==> config.mk <==
export PLATFORM = sky130hd
export DESIGN_NAME = wdg_lock_top
export DESIGN_NICKNAME = d
export VERILOG_FILES = /design/src/rtl/wdg_lock_pkg.sv /design/src/rtl/wdg_regfile.sv /design/src/rtl/wdg_counter.sv /design/src/rtl/wdg_escalate.sv /design/src/rtl/wdg_lock_top.sv
export SDC_FILE = /design/constraint.sdc
export NUM_CORES = 1
export LEC_CHECK = 0
export BUFFER_PORTS_ARGS = -buffer_cell sky130_fd_sc_hd__buf_4
export CAP_MARGIN = 25
export CELL_PAD_IN_SITES_DETAIL_PLACEMENT = 1
export CELL_PAD_IN_SITES_GLOBAL_PLACEMENT = 1
export CORE_UTILIZATION = 45
export CTS_BUF_LIST = sky130_fd_sc_hd__clkbuf_2
export DETAILED_ROUTE_END_ITERATION = 10
export GPL_TIMING_DRIVEN = 0
export PLACE_DENSITY = 0.8
export RECOVER_POWER = 100
export SYNTH_ARGS = -nofsm -noshare
export SYNTH_HDL_FRONTEND = slang
export SYNTH_HIERARCHICAL = 1
export SYNTH_SLANG_ARGS = --single-unit
export TNS_END_PERCENT = 5
==> constraint.sdc <==
create_clock -name clk -period 2.9 [get_ports clk]
set_clock_uncertainty 0.15 [all_clocks]
set_input_delay 0.145 -clock clk [delete_from_list [all_inputs] [get_ports clk]]
set_output_delay 0.145 -clock clk [all_outputs]
set_load 0.01 [all_outputs]
==> src/rtl/wdg_lock_pkg.sv <==
package wdg_lock_pkg;
  localparam int unsigned CNT_W  = 32;
  localparam int unsigned ADDR_W = 3;
  localparam logic [31:0] UNLOCK_KEY = 32'h1ACC_E551;

  typedef enum logic [ADDR_W-1:0] {
    RG_LOAD  = 3'd0,
    RG_VALUE = 3'd1,
    RG_CTRL  = 3'd2,
    RG_CLEAR = 3'd3,
    RG_RAW   = 3'd4,
    RG_MASK  = 3'd5,
    RG_LOCK  = 3'd6
  } wdg_reg_e;

  typedef struct packed {
    logic rst_en;
    logic run;
  } wdg_ctrl_t;
endpackage

==> src/rtl/wdg_regfile.sv <==
module wdg_regfile
  import wdg_lock_pkg::*;
#(
  parameter int unsigned DW = CNT_W,
  parameter int unsigned AW = ADDR_W
) (
  input  logic          clk,
  input  logic          rst_n,
  input  logic          bus_sel,
  input  logic          bus_wr,
  input  logic [AW-1:0] bus_addr,
  input  logic [DW-1:0] bus_wdata,
  input  logic [DW-1:0] cnt_val,
  input  logic          status,
  output logic [DW-1:0] bus_rdata,
  output logic [DW-1:0] load_q,
  output wdg_ctrl_t     ctrl_q,
  output logic          load_wr,
  output logic          clear_wr,
  output logic          locked
);
  logic wr_any;
  logic cfg_ok;
  logic ctrl_wr;
  logic lock_wr;

  assign wr_any   = bus_sel & bus_wr;
  assign cfg_ok   = wr_any & ~locked;
  assign load_wr  = cfg_ok & (bus_addr == RG_LOAD);
  assign ctrl_wr  = cfg_ok & (bus_addr == RG_CTRL);
  assign clear_wr = cfg_ok & (bus_addr == RG_CLEAR);
  assign lock_wr  = wr_any & (bus_addr == RG_LOCK);

  always_ff @(posedge clk or negedge rst_n) begin
    if (!rst_n) begin
      load_q <= '1;
      ctrl_q <= '0;
      locked <= 1'b0;
    end else begin
      if (load_wr) load_q <= bus_wdata;
      if (ctrl_wr) begin
        ctrl_q.run    <= bus_wdata[0];
        ctrl_q.rst_en <= bus_wdata[1];
      end
      if (lock_wr) locked <= (bus_wdata != UNLOCK_KEY);
    end
  end

  always_comb begin
    bus_rdata = '0;
    if (bus_sel && !bus_wr) begin
      case (bus_addr)
        RG_LOAD:  bus_rdata = load_q;
        RG_VALUE: bus_rdata = cnt_val;
        RG_CTRL:  bus_rdata = DW'({ctrl_q.rst_en, ctrl_q.run});
        RG_RAW:   bus_rdata = DW'(status);
        RG_MASK:  bus_rdata = DW'(status & ctrl_q.run);
        RG_LOCK:  bus_rdata = DW'(locked);
        default:  bus_rdata = '0;
      endcase
    end
  end

  AST_LOCKED_LOAD: assert property (@(posedge clk) disable iff (!rst_n)
    (locked && wr_any && bus_addr == RG_LOAD) |=> $stable(load_q));
  AST_LOCKED_CTRL: assert property (@(posedge clk) disable iff (!rst_n)
    (locked && wr_any && bus_addr == RG_CTRL) |=> $stable(ctrl_q));
  AST_KEY_UNLOCKS: assert property (@(posedge clk) disable iff (!rst_n)
    (wr_any && bus_addr == RG_LOCK && bus_wdata == UNLOCK_KEY) |=> !locked);
endmodule

==> src/rtl/wdg_counter.sv <==
module wdg_counter
  import wdg_lock_pkg::*;
#(
  parameter int unsigned DW = CNT_W
) (
  input  logic          clk,
  input  logic          rst_n,
  input  logic          run,
  input  logic          load_wr,
  input  logic [DW-1:0] load_data,
  input  logic          clear_wr,
  input  logic [DW-1:0] load_q,
  output logic [DW-1:0] cnt_val,
  output logic          timeout
);
  localparam logic [DW-1:0] ONE = DW'(1);

  assign timeout = run & (cnt_val == '0);

  always_ff @(posedge clk or negedge rst_n) begin
    if (!rst_n) begin
      cnt_val <= '1;
    end else if (load_wr) begin
      cnt_val <= load_data;
    end else if (clear_wr || timeout) begin
      cnt_val <= load_q;
    end else if (run) begin
      cnt_val <= cnt_val - ONE;
    end
  end

  AST_DECREMENT: assert property (@(posedge clk) disable iff (!rst_n)
    (run && !load_wr && !clear_wr && cnt_val != '0) |=> cnt_val == $past(cnt_val) - ONE);
  AST_HOLD_STOPPED: assert property (@(posedge clk) disable iff (!rst_n)
    (!run && !load_wr && !clear_wr) |=> $stable(cnt_val));
  AST_RELOAD_ON_ZERO: assert property (@(posedge clk) disable iff (!rst_n)
    (timeout && !load_wr) |=> cnt_val == $past(load_q));
  AST_LOAD_TAKES: assert property (@(posedge clk) disable iff (!rst_n)
    load_wr |=> cnt_val == $past(load_data));
endmodule

==> src/rtl/wdg_escalate.sv <==
module wdg_escalate (
  input  logic clk,
  input  logic rst_n,
  input  logic timeout,
  input  logic clear_wr,
  input  logic rst_en,
  output logic status,
  output logic rst_pulse
);
  always_ff @(posedge clk or negedge rst_n) begin
    if (!rst_n) begin
      status    <= 1'b0;
      rst_pulse <= 1'b0;
    end else begin
      rst_pulse <= timeout & status & rst_en & ~clear_wr;
      if (clear_wr)     status <= 1'b0;
      else if (timeout) status <= 1'b1;
    end
  end

  AST_RST_ONE_CYCLE: assert property (@(posedge clk) disable iff (!rst_n)
    rst_pulse |=> !rst_pulse);
  AST_RST_NEEDS_STATUS: assert property (@(posedge clk) disable iff (!rst_n)
    (timeout && !status) |=> !rst_pulse);
  AST_CLEAR_DROPS: assert property (@(posedge clk) disable iff (!rst_n)
    clear_wr |=> !status);
  AST_TIMEOUT_SETS: assert property (@(posedge clk) disable iff (!rst_n)
    (timeout && !clear_wr) |=> status);
endmodule

==> src/rtl/wdg_lock_top.sv <==
module wdg_lock_top
  import wdg_lock_pkg::*;
#(
  parameter int unsigned DW = CNT_W,
  parameter int unsigned AW = ADDR_W
) (
  input  logic          clk,
  input  logic          rst_n,
  input  logic          bus_sel,
  input  logic          bus_wr,
  input  logic [AW-1:0] bus_addr,
  input  logic [DW-1:0] bus_wdata,
  output logic [DW-1:0] bus_rdata,
  output logic          irq_o,
  output logic          rst_req_o
);
  logic [DW-1:0] load_q;
  logic [DW-1:0] cnt_val;
  wdg_ctrl_t     ctrl_q;
  logic          load_wr;
  logic          clear_wr;
  logic          locked;
  logic          timeout;
  logic          status;

  wdg_regfile #(.DW(DW), .AW(AW)) u_regs (
    .clk       (clk),
    .rst_n     (rst_n),
    .bus_sel   (bus_sel),
    .bus_wr    (bus_wr),
    .bus_addr  (bus_addr),
    .bus_wdata (bus_wdata),
    .cnt_val   (cnt_val),
    .status    (status),
    .bus_rdata (bus_rdata),
    .load_q    (load_q),
    .ctrl_q    (ctrl_q),
    .load_wr   (load_wr),
    .clear_wr  (clear_wr),
    .locked    (locked)
  );

  wdg_counter #(.DW(DW)) u_cnt (
    .clk       (clk),
    .rst_n     (rst_n),
    .run       (ctrl_q.run),
    .load_wr   (load_wr),
    .load_data (bus_wdata),
    .clear_wr  (clear_wr),
    .load_q    (load_q),
    .cnt_val   (cnt_val),
    .timeout   (timeout)
  );

  wdg_escalate u_esc (
    .clk       (clk),
    .rst_n     (rst_n),
    .timeout   (timeout),
    .clear_wr  (clear_wr),
    .rst_en    (ctrl_q.rst_en),
    .status    (status),
    .rst_pulse (rst_req_o)
  );

  assign irq_o = status & ctrl_q.run;

  AST_IRQ_MASKED: assert property (@(posedge clk) disable iff (!rst_n)
    !ctrl_q.run |-> !irq_o);
  AST_LOCKED_CLEAR: assert property (@(posedge clk) disable iff (!rst_n)
    (locked && bus_sel && bus_wr && bus_addr == RG_CLEAR && !timeout) |=> $stable(status));
endmodule

==> After elaboration in Yosys (flattened, before gate mapping) <==
Index checks and enable logic that the tools add are counted.
{ "op_classes": {"add_sub_neg": 1, "eq_ne": 7, "muxes": 7, "bitwise_logic": 14, "reduce_logical": 7} }
{ "op_table": {"columns": ["cell", "n"], "rows": [
  ["32-bit case mux with 6 select lines", 1],
  ["32-bit two-way mux", 4],
  ["32-bit zero test", 1],
  ["32-bit by 29-bit != test with 1-bit output (second input constant)", 1],
  ["32-bit by 1-bit subtractor with 32-bit output (second input constant)", 1],
  ["1-bit bitwise AND", 12],
  ["3-bit == test (second input constant)", 3],
  ["3-bit by 2-bit == test with 1-bit output (second input constant)", 2],
  ["3-bit by 1-bit == test with 1-bit output (second input constant)", 1],
  ["3-bit zero test", 1],
  ["3-bit nonzero test", 1],
  ["1-bit two-way mux", 2],
  ["1-bit NOT", 2],
  ["2-bit nonzero test", 1],
  ["1-bit logical AND", 1],
  ["1-bit zero test", 1],
  ["1-bit logical OR", 1]
]} }
{ "word_totals": {"ff_bits": 69, "input_bits": 39, "output_inout_bits": 34} }

==> Longest topological paths before layout <==
{ "logic_depth": {"ltp_word": 6, "ltp_mapped": 11} }

==> Cells and area by module <==
The synthesis kept the hierarchy.
{ "by_module_without_submodules": {"columns": ["mod", "instances", "cells_each", "area_each_um2"], "rows": [
  ["wdg_counter", 1, 276, 2454.9],
  ["wdg_regfile", 1, 180, 1973.1],
  ["wdg_escalate", 1, 4, 70.1],
  ["wdg_lock_top", 1, 1, 6.3]
]} }

==> Worst setup path before layout <==
OpenSTA, ideal clock, no wires.
{ "synth_path": {"path_type": "input -> register", "startpoint": "in bus_addr[0]", "endpoint": "reg u_cnt.cnt_val[12]", "setup_ns": 0.062, "t_arrival_ns": 2.408, "setup_slack_ns": 0.280, "path_stages": 11, "n_path_buf": 5, "cell_sequence": "buf_2 nor3_2 nor3b_4 buf_6 clkbuf_1 nor3_1 nor2_1 clkbuf_1 clkbuf_1 o221ai_1 nand2_1"} }
{ "synth_rtl": {"columns": ["element", "line", "rtl"], "rows": [
  ["start, declared", "wdg_lock_top.sv:11", "input logic [AW-1:0] bus_addr,"],
  ["3-bit zero test (*)", "wdg_regfile.sv:29", "assign load_wr = cfg_ok & (bus_addr == RG_LOAD);"],
  ["1-bit bitwise AND (*)", "wdg_regfile.sv:29", null],
  ["via load_wr", "wdg_lock_top.sv:20", "logic load_wr;"],
  ["3-bit nonzero test (no line) / 32-bit two-way mux (equally long branches)", null, null],
  ["end signal, assigned", "wdg_counter.sv:24", "cnt_val <= load_data;"],
  ["end signal, assigned", "wdg_counter.sv:26", "cnt_val <= load_q;"],
  ["end signal, assigned", "wdg_counter.sv:28", "cnt_val <= cnt_val - ONE;"],
  ["end, declared", "wdg_counter.sv:13", "output logic [DW-1:0] cnt_val,"]
]} }
The timed path passes the listed nets; every way through them passes the cells marked *.
A chain may end at the register's enable or synchronous reset.

==> Worst setup path after layout <==
{ "layout_path": {"startpoint": "reg u_regs.locked", "endpoint": "reg u_cnt.cnt_val[5]"} }
{ "layout_rtl": {"columns": ["element", "line", "rtl"], "rows": [
  ["start, declared", "wdg_regfile.sv:20", "output logic locked"],
  ["start signal, assigned", "wdg_regfile.sv:45", "if (lock_wr) locked <= (bus_wdata != UNLOCK_KEY);"],
  ["1-bit NOT (*)", "wdg_regfile.sv:28", "assign cfg_ok = wr_any & ~locked;"],
  ["1-bit bitwise AND (*)", "wdg_regfile.sv:28", null],
  ["1-bit bitwise AND (*)", "wdg_regfile.sv:29", null],
  ["via load_wr", "wdg_lock_top.sv:20", null],
  ["3-bit nonzero test (no line) / 32-bit two-way mux (equally long branches)", null, null]
]} }
Marked as above.

==> impl_metrics.csv <==
group,metric,value,unit
routing,detail_route.wl_per_cell,23.72,microns
layout,nets,623,
global_route,antenna_found_initial,0,
routing,viasPerCell,6.374,
worst_setup_path,path_class,"reg2reg",
worst_setup_path,cp.required,3250,ps
power_and_ir_drop,power.density,671.5,mW/mm^2
synthesis,syn_nets,501,
worst_setup_path,cp_max_fo,11,
min_path,min_from,"bus_addr[0]",
power_and_ir_drop,static-leakage-power,0.002036,uW
global_route,grt_max_degree,70,
routing,detail-route-antenna-nets,0,
global_route,grtUsageTotal,0.3406,
outcome,violations,"design-rule violations, max-capacitance violations, max-slew violations",
synthesis,ys_ff_latch,69,
cts,cts-root-buf,"clkbuf_2",
min_path,hp-class,"in2reg",
timing,fin_ws,83.07,ps
cts,clk_path_buf_depth,2,
synthesis,synthArstFlopShare,1.000,
place,pre_cts_slack,-928.4,ps
power_and_ir_drop,ir_drop,0.0002402,V
place,numPortBuffers,70,
layout,multi_input_area,0.002560,sq mm
routing,wirelength,17080,microns
layout,drive_above_1_share,0.3135,
min_path,holdPathEnd,"u_esc/status",
synthesis,ys_warn_count,6,
cts,cts_tree,"yes",
timing,slew_headroom,-0.1754,
timing,fmax,0.3550,GHz
cts,cts-htree-levels,3,
floorplanning,die_area,0.01041,sq mm
worst_setup_path,crit_path_end_kind,"register",
layout,fill_cells,1138,
timing,hold_viol_final,0,
synthesis,synth_edf_count,0,
floorplanning,io_pins,73,
synthesis,netlist_area,0.004504,sq mm
routing,drc,1,
floorplanning,start_util,0.4630,
cts,cts_sinks,69,
cts,cts_buffers,9,
outcome,status,"complete, but fails checks",
timing,rsz0062_at_grt,"no",
timing,fin_crit_sh,0.9714,
layout,area_growth,24.14,%
place,hpwl,11330,microns
place,gp_congestion,0.8975,
worst_setup_path,start_kind,"register",
floorplanning,coreArea,0.009729,sq mm
worst_setup_path,rrSetupSlack,80,ps
timing,finalSetupViolCount,0,
min_path,hold_depth,4,
timing,tightest_slew,1763,ps
worst_setup_path,r2r_end,"u_cnt/cnt_val[5]",
power_and_ir_drop,fin_total_pwr,3755,uW
synthesis,synthFlopType,"dfstp_2",
global_route,first_global_vias,4688,
routing,drtIter0Drc,311,
routing,firstDrtPassIters,8,
floorplanning,die-width,102.0,microns
run,maxCapViolCount,1,
synthesis,synth_cells,461,
worst_setup_path,reg2regPathDepth,8,
synthesis,avgSynthCellArea,9.771,sq um
cts,clock_latency,570,ps
worst_setup_path,worstPathArrival,3170,ps
cts,clk_pin_slew,180,ps
timing,slew_viol_final,70,
global_route,grt_pass1_wl,26130,microns
worst_setup_path,timing.rr.start,"u_regs/locked",
synthesis,synth_seq_area_share,0.4011,
global_route,overflow,0,
floorplanning,die_y,102.0,microns
layout,antenna_cells,0,
timing,timing.final.crit_period,2817,ps
floorplanning,row_count,36,
synthesis,ys_types,68,
routing,dr_total_vias,4589,
layout,seqCellArea,0.001807,sq mm
## sequential cells by signal, indices dropped and copies added (netlist names)
register	cells
u_regs/locked	1
u_esc/status	1
u_regs/ctrl_q	2
u_cnt/cnt_val	32
u_regs/load_q	32
u_esc/rst_pulse	1
## worst max-delay path: stages (launching register included)
cell      delay, ps
dfrtp_1         540
nor3b_4         100
buf_6           170
clkbuf_2        250
nor3_4          390
clkbuf_2        360
clkbuf_1        480
a22oi_1         170
nand3_1         130
## stage by stage
stage / hold WS (ps) / util / instances / area, sq um / setup TNS (ps)
3_5_place_dp: 167.5 / 0.5341 / 664 / 5196 / -20520
4_1_cts: 16.44 / 0.5838 / 718 / 5680 / 0
3_3_place_gp: 167.3 / 0.5341 / 664 / 5196 / -19350
2_1_floorplan: -300.6 / - / 461 / 4504 / 0
5_1_grt: 31.02 / 0.5747 / 720 / 5592 / 0
6_report: 41.32 / 0.5747 / 720 / 5592 / 0
## cells in the final DEF, fill, tap and decap left out, drive strengths merged, types with 6 or more instances in the layout
cell type,n
xor2,7
buf,44
inv,8
nor4,12
dfstp,64
nor3,23
nand2,28
o31ai,8
a22o,9
clkbuf,70
dlygate4sd3,39
nand3,11
mux2,36
o21ai,16
xnor2,12
nor2,50
nand4,8
o221ai,6
or3,7
a22oi,43
a31oi,7
## how the worst max path moves through the flow
stage                              from                end  slack [ps]
after floorplan             bus_addr[0]  u_cnt/cnt_val[12]         280
after global placement      bus_addr[2]   u_cnt/cnt_val[4]        -870
after detailed placement    bus_addr[2]   u_cnt/cnt_val[2]        -930
after CTS                 u_regs/locked  u_cnt/cnt_val[13]          30
after global routing      u_regs/locked   u_cnt/cnt_val[4]           7
final                     u_regs/locked   u_cnt/cnt_val[5]          80
## cells in the mapped netlist, drive strengths merged (9+ instances only)
master / instances / share of area
nand2: 28 / 0.023
mux2: 36 / 0.090
a22oi: 43 / 0.072
dfstp: 64 / 0.37
xnor2: 12 / 0.023
nor4: 12 / 0.024
nand3: 11 / 0.013
nor2: 50 / 0.042
a22o: 9 / 0.018
clkbuf: 23 / 0.019
nor3: 23 / 0.029
o21ai: 16 / 0.018
## what timing repair did
| action | CTS | global route |
|---|---|---|
| hold buffers | 39 | 0 |
| endpoints found under the setup margin | 31 | 21 |
| hold endpoints to repair | 94 | 0 |
| buffers inserted | 0 | 2 |
| pin swaps | 0 | 1 |
| resized for setup | 10 | 8 |
## cell type report
cell class / count / area share
tap: 133 / 0.02976
multi-input combinational: 353 / 0.4578
buffer: 31 / 0.02596
clock inverter: 4 / 0.002909
sequential: 69 / 0.3231
inverter: 8 / 0.005370
clock buffer: 11 / 0.009846
timing repair buffer: 111 / 0.1452
## kinds of logic after synthesis
kind of cell	synth area share
AO/OA/AOI/OAI	0.2081
buffers and inverters	0.04000
XOR/XNOR	0.03694
AND/OR/NAND/NOR	0.2144
adder cells (fa/ha/maj)	0.002777
flip-flops	0.4011
multiplexers	0.09666
## where the power goes
part / total [uW] / switching (uW) / internal [uW]
logic: 1320 / 686 / 631
registers: 1970 / 478 / 1500
clock network: 462 / 356 / 106
## per-layer routing
layer  GRT usage  up-vias  wire (microns)
met5           0        -               0
met4      0.1363        0             415
met3     0.08276       37            1271
met2      0.5281      200            8077
met1      0.4575     2316            7315
li1            -     2036               -
No activity file was read; power rests on OpenSTA's default activity.
